**src/rtl/sqw_pkg.sv**
```systemverilog
package sqw_pkg;
  localparam int unsigned MODE_W = 3;
  localparam logic [MODE_W-1:0] MODE_TOGGLE = 3'b111;

  function automatic logic is_toggle(input logic [MODE_W-1:0] m);
    return m == MODE_TOGGLE;
  endfunction

  // Clock edges from a write to the first inversion.
  function automatic longint unsigned half_clocks(input longint unsigned reload,
                                                  input longint unsigned prescale);
    return (reload + 1) * prescale;
  endfunction
endpackage

```
**src/rtl/sqw_prescaler.sv**
```systemverilog
module sqw_prescaler #(
  parameter int unsigned PRESCALE = 520
) (
  input  logic clk,
  input  logic rst_n,
  input  logic restart,
  output logic tick
);
  localparam int unsigned PRE_W = (PRESCALE > 2) ? $clog2(PRESCALE) : 1;
  localparam logic [PRE_W-1:0] LAST = PRE_W'(PRESCALE - 1);

  logic [PRE_W-1:0] pre_q;

  assign tick = (pre_q == LAST);

  always_ff @(posedge clk) begin
    if (!rst_n || restart) pre_q <= '0;
    else if (tick)         pre_q <= '0;
    else                   pre_q <= pre_q + 1'b1;
  end
endmodule

```
**src/rtl/sqw_half_counter.sv**
```systemverilog
module sqw_half_counter #(
  parameter int unsigned COUNT_W = 16
) (
  input  logic               clk,
  input  logic               rst_n,
  input  logic               restart,
  input  logic               tick,
  input  logic [COUNT_W-1:0] limit,
  output logic               half_wrap
);
  logic [COUNT_W-1:0] cnt_q;
  logic               at_limit;

  assign at_limit  = (cnt_q == limit);
  assign half_wrap = tick & at_limit;

  always_ff @(posedge clk) begin
    if (!rst_n || restart) cnt_q <= '0;
    else if (tick)         cnt_q <= at_limit ? '0 : cnt_q + 1'b1;
  end
endmodule

```
**src/rtl/sqw_cfg_reg.sv**
```systemverilog
module sqw_cfg_reg
  import sqw_pkg::*;
#(
  parameter int unsigned COUNT_W = 16
) (
  input  logic               clk,
  input  logic               rst_n,
  input  logic               wr_en,
  input  logic [COUNT_W-1:0] wr_count,
  input  logic [MODE_W-1:0]  wr_mode,
  input  logic               wr_diag,
  output logic [COUNT_W-1:0] cfg_count,
  output logic [MODE_W-1:0]  cfg_mode,
  output logic               cfg_diag,
  output logic               restart
);
  assign restart = wr_en;

  always_ff @(posedge clk) begin
    if (!rst_n) begin
      cfg_count <= '0;
      cfg_mode  <= '0;
      cfg_diag  <= 1'b0;
    end else if (wr_en) begin
      cfg_count <= wr_count;
      cfg_mode  <= wr_mode;
      cfg_diag  <= wr_diag;
    end
  end
endmodule

```
**src/rtl/sqw_gen.sv**
```systemverilog
module sqw_gen
  import sqw_pkg::*;
#(
  parameter int unsigned PRESCALE = 520,
  parameter int unsigned COUNT_W  = 16
) (
  input  logic               clk,
  input  logic               rst_n,
  input  logic               wr_en,
  input  logic [COUNT_W-1:0] wr_count,
  input  logic [2:0]         wr_mode,
  input  logic               wr_diag,
  input  logic               dir_pin0,
  input  logic               out_en,
  output logic [COUNT_W-1:0] rd_count,
  output logic [2:0]         rd_mode,
  output logic               rd_diag,
  output logic               rd_level,
  output logic               pad_out,
  output logic               pad_oe
);
  logic restart;
  logic tick;
  logic half_wrap;
  logic toggle_sel;
  logic flip;
  logic level_q;

  sqw_cfg_reg #(.COUNT_W(COUNT_W)) u_cfg (
    .clk(clk), .rst_n(rst_n), .wr_en(wr_en), .wr_count(wr_count),
    .wr_mode(wr_mode), .wr_diag(wr_diag), .cfg_count(rd_count),
    .cfg_mode(rd_mode), .cfg_diag(rd_diag), .restart(restart)
  );

  sqw_prescaler #(.PRESCALE(PRESCALE)) u_pre (
    .clk(clk), .rst_n(rst_n), .restart(restart), .tick(tick)
  );

  sqw_half_counter #(.COUNT_W(COUNT_W)) u_half (
    .clk(clk), .rst_n(rst_n), .restart(restart), .tick(tick),
    .limit(rd_count), .half_wrap(half_wrap)
  );

  assign toggle_sel = is_toggle(rd_mode);
  assign flip       = half_wrap & toggle_sel;

  always_ff @(posedge clk) begin
    if (!rst_n || restart) level_q <= 1'b0;
    else if (!toggle_sel)  level_q <= 1'b0;
    else if (flip)         level_q <= ~level_q;
  end

  assign rd_level = level_q;
  assign pad_oe   = dir_pin0 & out_en;
  assign pad_out  = level_q & pad_oe;
endmodule

```
**config.mk**
```make
export PLATFORM = sky130hd
export DESIGN_NAME = sqw_gen
export DESIGN_NICKNAME = d
export VERILOG_FILES = /design/src/rtl/sqw_pkg.sv /design/src/rtl/sqw_prescaler.sv /design/src/rtl/sqw_half_counter.sv /design/src/rtl/sqw_cfg_reg.sv /design/src/rtl/sqw_gen.sv
export SDC_FILE = /design/constraint.sdc
export NUM_CORES = 1
export LEC_CHECK = 0
export BUFFER_PORTS_ARGS = -buffer_cell sky130_fd_sc_hd__buf_4
export CAP_MARGIN = 20
export CORE_ASPECT_RATIO = 0.8
export CORE_MARGIN = 2
export CORE_UTILIZATION = 40
export DETAILED_ROUTE_END_ITERATION = 10
export PLACE_DENSITY = 0.66
export RECOVER_POWER = 100
export SYNTH_ARGS = -nofsm -noshare
export SYNTH_HDL_FRONTEND = slang
export SYNTH_SLANG_ARGS = --single-unit
export TNS_END_PERCENT = 30
```
**constraint.sdc**
```tcl
create_clock -name clk -period 3.7 [get_ports clk]
set_input_delay 0.555 -clock clk [delete_from_list [all_inputs] [get_ports clk]]
set_output_delay 0.555 -clock clk [all_outputs]
set_load 0.01 [all_outputs]
```
==> metrics.log <==
[metrics] run status: finished clean
[metrics] hold path start: u_cfg.cfg_mode[0]$_SDFFE_PN0P_
[metrics] dominant cells by area after synthesis: sky130_fd_sc_hd__dfxtp_1, sky130_fd_sc_hd__xor2_1, sky130_fd_sc_hd__mux2i_1, sky130_fd_sc_hd__xnor2_1, sky130_fd_sc_hd__nor2b_1
[metrics] clock insertion delay at the later pin of the skew report: 0.30 ns
[metrics] count of unique library cells instantiated by Yosys: 33
[metrics] Total Nets Final: 300
[metrics] share of power burned in registers: 57.6%
[metrics] internal portion of total power: 0.697 mW
[metrics] Hold Path End: rd_level$_SDFFE_PP0P_
[metrics] shortest period the worst path allows: 2.13 ns
[metrics] worst clock skew: 0.00533 ns
[metrics] Comb pwr share: 9.4%
[metrics] clock group share of total power: 33.0%
[metrics] TritonCTS clock tree: built
[metrics] wire length of the first global-routing pass: 7340 um
[metrics] total global-route track usage: 15.2%
[metrics] Resize count post-CTS: 0
[metrics] Fill cells: 513
[metrics] Root Buffer Master: sky130_fd_sc_hd__clkbuf_8
[metrics] Iter 0 DRT Violations: 59
[metrics] clock slew seen by the registers of the worst setup and hold paths: 0.08 ns
[metrics] chip width: 86.3 um
[metrics] number of warning messages in the yosys log: 0
[metrics] # diodes: 0
[metrics] Worst R2R Start: u_half.cnt_q[1]$_SDFFE_PP0N_
[metrics] Peak VDD IR: 0.000143 V
[metrics] placer congestion estimate: 0.842
[metrics] Syn Std Cell Area: 0.00217 mm^2
[metrics] share of cells above drive strength 1: 14.2%
[metrics] peak-usage layer in the global routing report: met1
[metrics] PwrDens: 361 mW/mm^2
[metrics] area delta synth->final: 18.1%
[metrics] worst rel slew slack: 3.34%
[metrics] final number of hold-violating endpoints: 0
[metrics] Initial Utilization: 42.3%
[metrics] largest net degree at the start of global routing: 24
[metrics] average instance area after synthesis: 9.55 um^2
[metrics] R2R setup slack: 1.70 ns
[metrics] clk sinks: 47
[metrics] Min-Delay Path Class: register to register
[metrics] setup slack after placement: 1.68 ns
[metrics] count of cells along the worst register-to-register path: 5
[metrics] largest driver fanout on the critical path: 23
[metrics] category of the worst setup path launch point: input port
[metrics] vias post-DR: 1642
[metrics] Synth Flop Type: sky130_fd_sc_hd__dfxtp_1
[metrics] # setup viols final: 0
[metrics] max-cap check violation count: 0
[metrics] setup repair after global routing missed its margin: no
[metrics] net switching share of the total power: 24.5%
[metrics] largest stage delay on the critical path: 1.03 ns
[metrics] library cell contributing the largest single delay on the critical path: sky130_fd_sc_hd__clkbuf_1
[metrics] Synth Net Count: 254
[metrics] area of the die: 0.00603 mm^2
[metrics] # rows: 23
[metrics] most numerous cell types in the synthesized netlist: sky130_fd_sc_hd__dfxtp_1, sky130_fd_sc_hd__nor2_1, sky130_fd_sc_hd__xor2_1
[metrics] crit-path leading delay family: buffers and inverters
[metrics] Cells on Worst Hold Path: 2
[metrics] DRC violations left: 0
[metrics] GR Util met1: 22.8%
[metrics] Routed Wire Length: 4390 um
[metrics] setup TNS: 0 ns
[metrics] sequential element share of the synthesized area: 43.4%
[metrics] count of flip-flops with a built-in enable after synthesis: 0
[metrics] flip-flop and latch count after synthesis: 47
[metrics] clock buffers created by TritonCTS: 5
[metrics] static leakage power: 1.01 nW
[metrics] category of the most critical setup path: input port to register
[metrics] Port-buffer cells: 47
[metrics] Tot Pwr: 0.923 mW
[metrics] FMAX: 469 MHz
[metrics] share of the synthesized area in the top cell type: 43.4%
[metrics] Buf+Inv Stages, Crit Path: 1
[metrics] final slew viol count: 0
[metrics] Die Y: 69.8 um
[metrics] number of antenna-violating nets in the routed design: 0
[metrics] most frequently used cell type in the post-synthesis netlist: sky130_fd_sc_hd__dfxtp_1
[metrics] number of top-level design ports: 48
[metrics] Wirelength per Cell: 13.1 um
[metrics] standard cell area after detailed placement: 0.00256 mm^2
[metrics] met3 track demand over resource: 3.10%
[metrics] met2 GRT Util: 20.8%
[metrics] worst slew pin tran: 1.45 ns
[metrics] final non-filler cell area: 0.00256 mm^2
[metrics] remaining global-route overflow: 0
[metrics] Post CTS Setup Buffer Count: 0
[metrics] First-pass DRT Iterations: 4
[metrics] H-tree levels: 2
[metrics] total of hold buffers inserted after clock tree synthesis: 0
[metrics] Critical Path Sink Type: register
[metrics] buffers from clock root to sink, at most: 2
[metrics] worst setup margin: 1.57 ns
[metrics] Critical Path, Cell by Cell: clkbuf_1, nor2b_1, o21ai_2, nor2_1
[metrics] number of instances in the synthesized netlist: 227
[metrics] number of global-route vias before repair: 1527
[metrics] sw power: 0.227 mW
[metrics] dominant cell type by area after synthesis: sky130_fd_sc_hd__dfxtp_1
[metrics] critical path arrival: 2.30 ns
[metrics] destination of the worst register-to-register timing path: u_half.cnt_q[10]$_SDFFE_PP0N_
[metrics] Period Utilization, post-route: 57.7%
[metrics] CP Data Required Time: 3.87 ns
[metrics] DP Wirelength: 3250 um
[metrics] async set-or-reset flop fraction in the synthesized netlist: 0%
[metrics] core area: 0.00512 mm^2
[metrics] vias per inst: 4.89
[metrics] initial antenna violation count: 0
placed cells by master, fill, tap and decap left out, types with 2 or more instances in the layout:
master | Yosys | routed
sky130_fd_sc_hd__and3_1 | 2 | 2
sky130_fd_sc_hd__and3_2 | 2 | 2
sky130_fd_sc_hd__buf_4 | 0 | 23
sky130_fd_sc_hd__clkbuf_1 | 5 | 25
sky130_fd_sc_hd__clkbuf_8 | 0 | 5
sky130_fd_sc_hd__dfxtp_1 | 47 | 47
sky130_fd_sc_hd__ha_1 | 2 | 2
sky130_fd_sc_hd__inv_1 | 2 | 2
sky130_fd_sc_hd__mux2i_1 | 19 | 19
sky130_fd_sc_hd__nand2_1 | 13 | 13
sky130_fd_sc_hd__nand2b_1 | 2 | 2
sky130_fd_sc_hd__nand3_1 | 8 | 8
sky130_fd_sc_hd__nand4_1 | 6 | 6
sky130_fd_sc_hd__nor2_1 | 30 | 30
sky130_fd_sc_hd__nor2b_1 | 20 | 20
sky130_fd_sc_hd__nor3_1 | 6 | 6
sky130_fd_sc_hd__nor4_1 | 5 | 5
sky130_fd_sc_hd__nor4_2 | 2 | 2
sky130_fd_sc_hd__xnor2_1 | 17 | 17
sky130_fd_sc_hd__xor2_1 | 22 | 22
kinds of logic (layout without fill, tap and decap cells):
family,count (synthesis),after routing,share of synthesized area [%]
flip-flops,47,47,43.4
AND/OR/NAND/NOR,105,105,27.4
adder cells (fa/ha/maj),2,2,1.15
buffers and inverters,10,57,1.91
multiplexers,19,19,8.78
AO/OA/AOI/OAI,5,5,1.56
XOR/XNOR,39,39,15.8
worst max-delay path by stage:
stage	slack, ns	cells after the start	endpoint	startpoint
floorplan	2.12	4	u_cfg.cfg_count[10]$_SDFFE_PN0P_	wr_en
global placement	1.74	5	u_half.cnt_q[3]$_SDFFE_PP0N_	u_half.cnt_q[1]$_SDFFE_PP0N_
detailed placement	1.68	5	u_half.cnt_q[9]$_SDFFE_PP0N_	u_half.cnt_q[1]$_SDFFE_PP0N_
CTS	1.65	5	u_half.cnt_q[9]$_SDFFE_PP0N_	u_half.cnt_q[1]$_SDFFE_PP0N_
global route	1.33	4	u_half.cnt_q[9]$_SDFFE_PP0N_	wr_en
finish	1.57	4	u_half.cnt_q[10]$_SDFFE_PP0N_	wr_en
routing by layer:
layer  wire length (um)  share of wire (%)
met1               2400                 55
met2               1680                 38
met3                233                5.3
met4                 80                1.8
met5                  0                  0
final cells by class:
cell class | instances | area (um^2) | area share [%]
inverter | 2 | 7.51 | 0.293
clock buffer | 6 | 72.6 | 2.84
timing repair buffer | 47 | 263 | 10.3
sequential | 47 | 941 | 36.8
tap | 62 | 77.6 | 3.03
multi-input combinational | 170 | 1180 | 46.3
clock inverter | 2 | 12.5 | 0.489
metrics by stage:
| stage | hold slack [ns] | util, % | instances |
|---|---|---|---|
| 2_1_floorplan | 0.430 | - | 227 |
| 3_3_place_gp | 0.451 | 50.0 | 328 |
| 3_5_place_dp | 0.474 | 50.0 | 328 |
| 4_1_cts | 0.495 | 51.7 | 336 |
| 5_1_grt | 0.496 | 50.0 | 336 |
| 6_report | 0.495 | 50.0 | 336 |
flip-flops by register name, summed over array words and instances (netlist names):
| signal | count |
|---|---|
| u_cfg.cfg_count | 16 |
| u_half.cnt_q | 16 |
| u_pre.pre_q | 10 |
| u_cfg.cfg_mode | 3 |
| rd_level | 1 |
| u_cfg.cfg_diag | 1 |
worst register-to-register path: stages, from the launching register on:
cell and delay, ns:
sky130_fd_sc_hd__dfxtp_1 0.39, sky130_fd_sc_hd__xor2_1 0.19, sky130_fd_sc_hd__nor4_1 0.36, sky130_fd_sc_hd__nand4_1 0.25
sky130_fd_sc_hd__o21ai_2 0.56, sky130_fd_sc_hd__nor2_1 0.12
power by group through the flow:
stage               Sequential, mW  Combinational (mW)  Clock, mW
CTS                          0.533              0.0974      0.316
finish                       0.532              0.0864      0.305
detailed placement           0.545              0.0971          0
floorplan                    0.548              0.0443          0
global route                 0.535              0.0957      0.331
global placement             0.544              0.0967          0
Power figures use the tool's default switching activity.
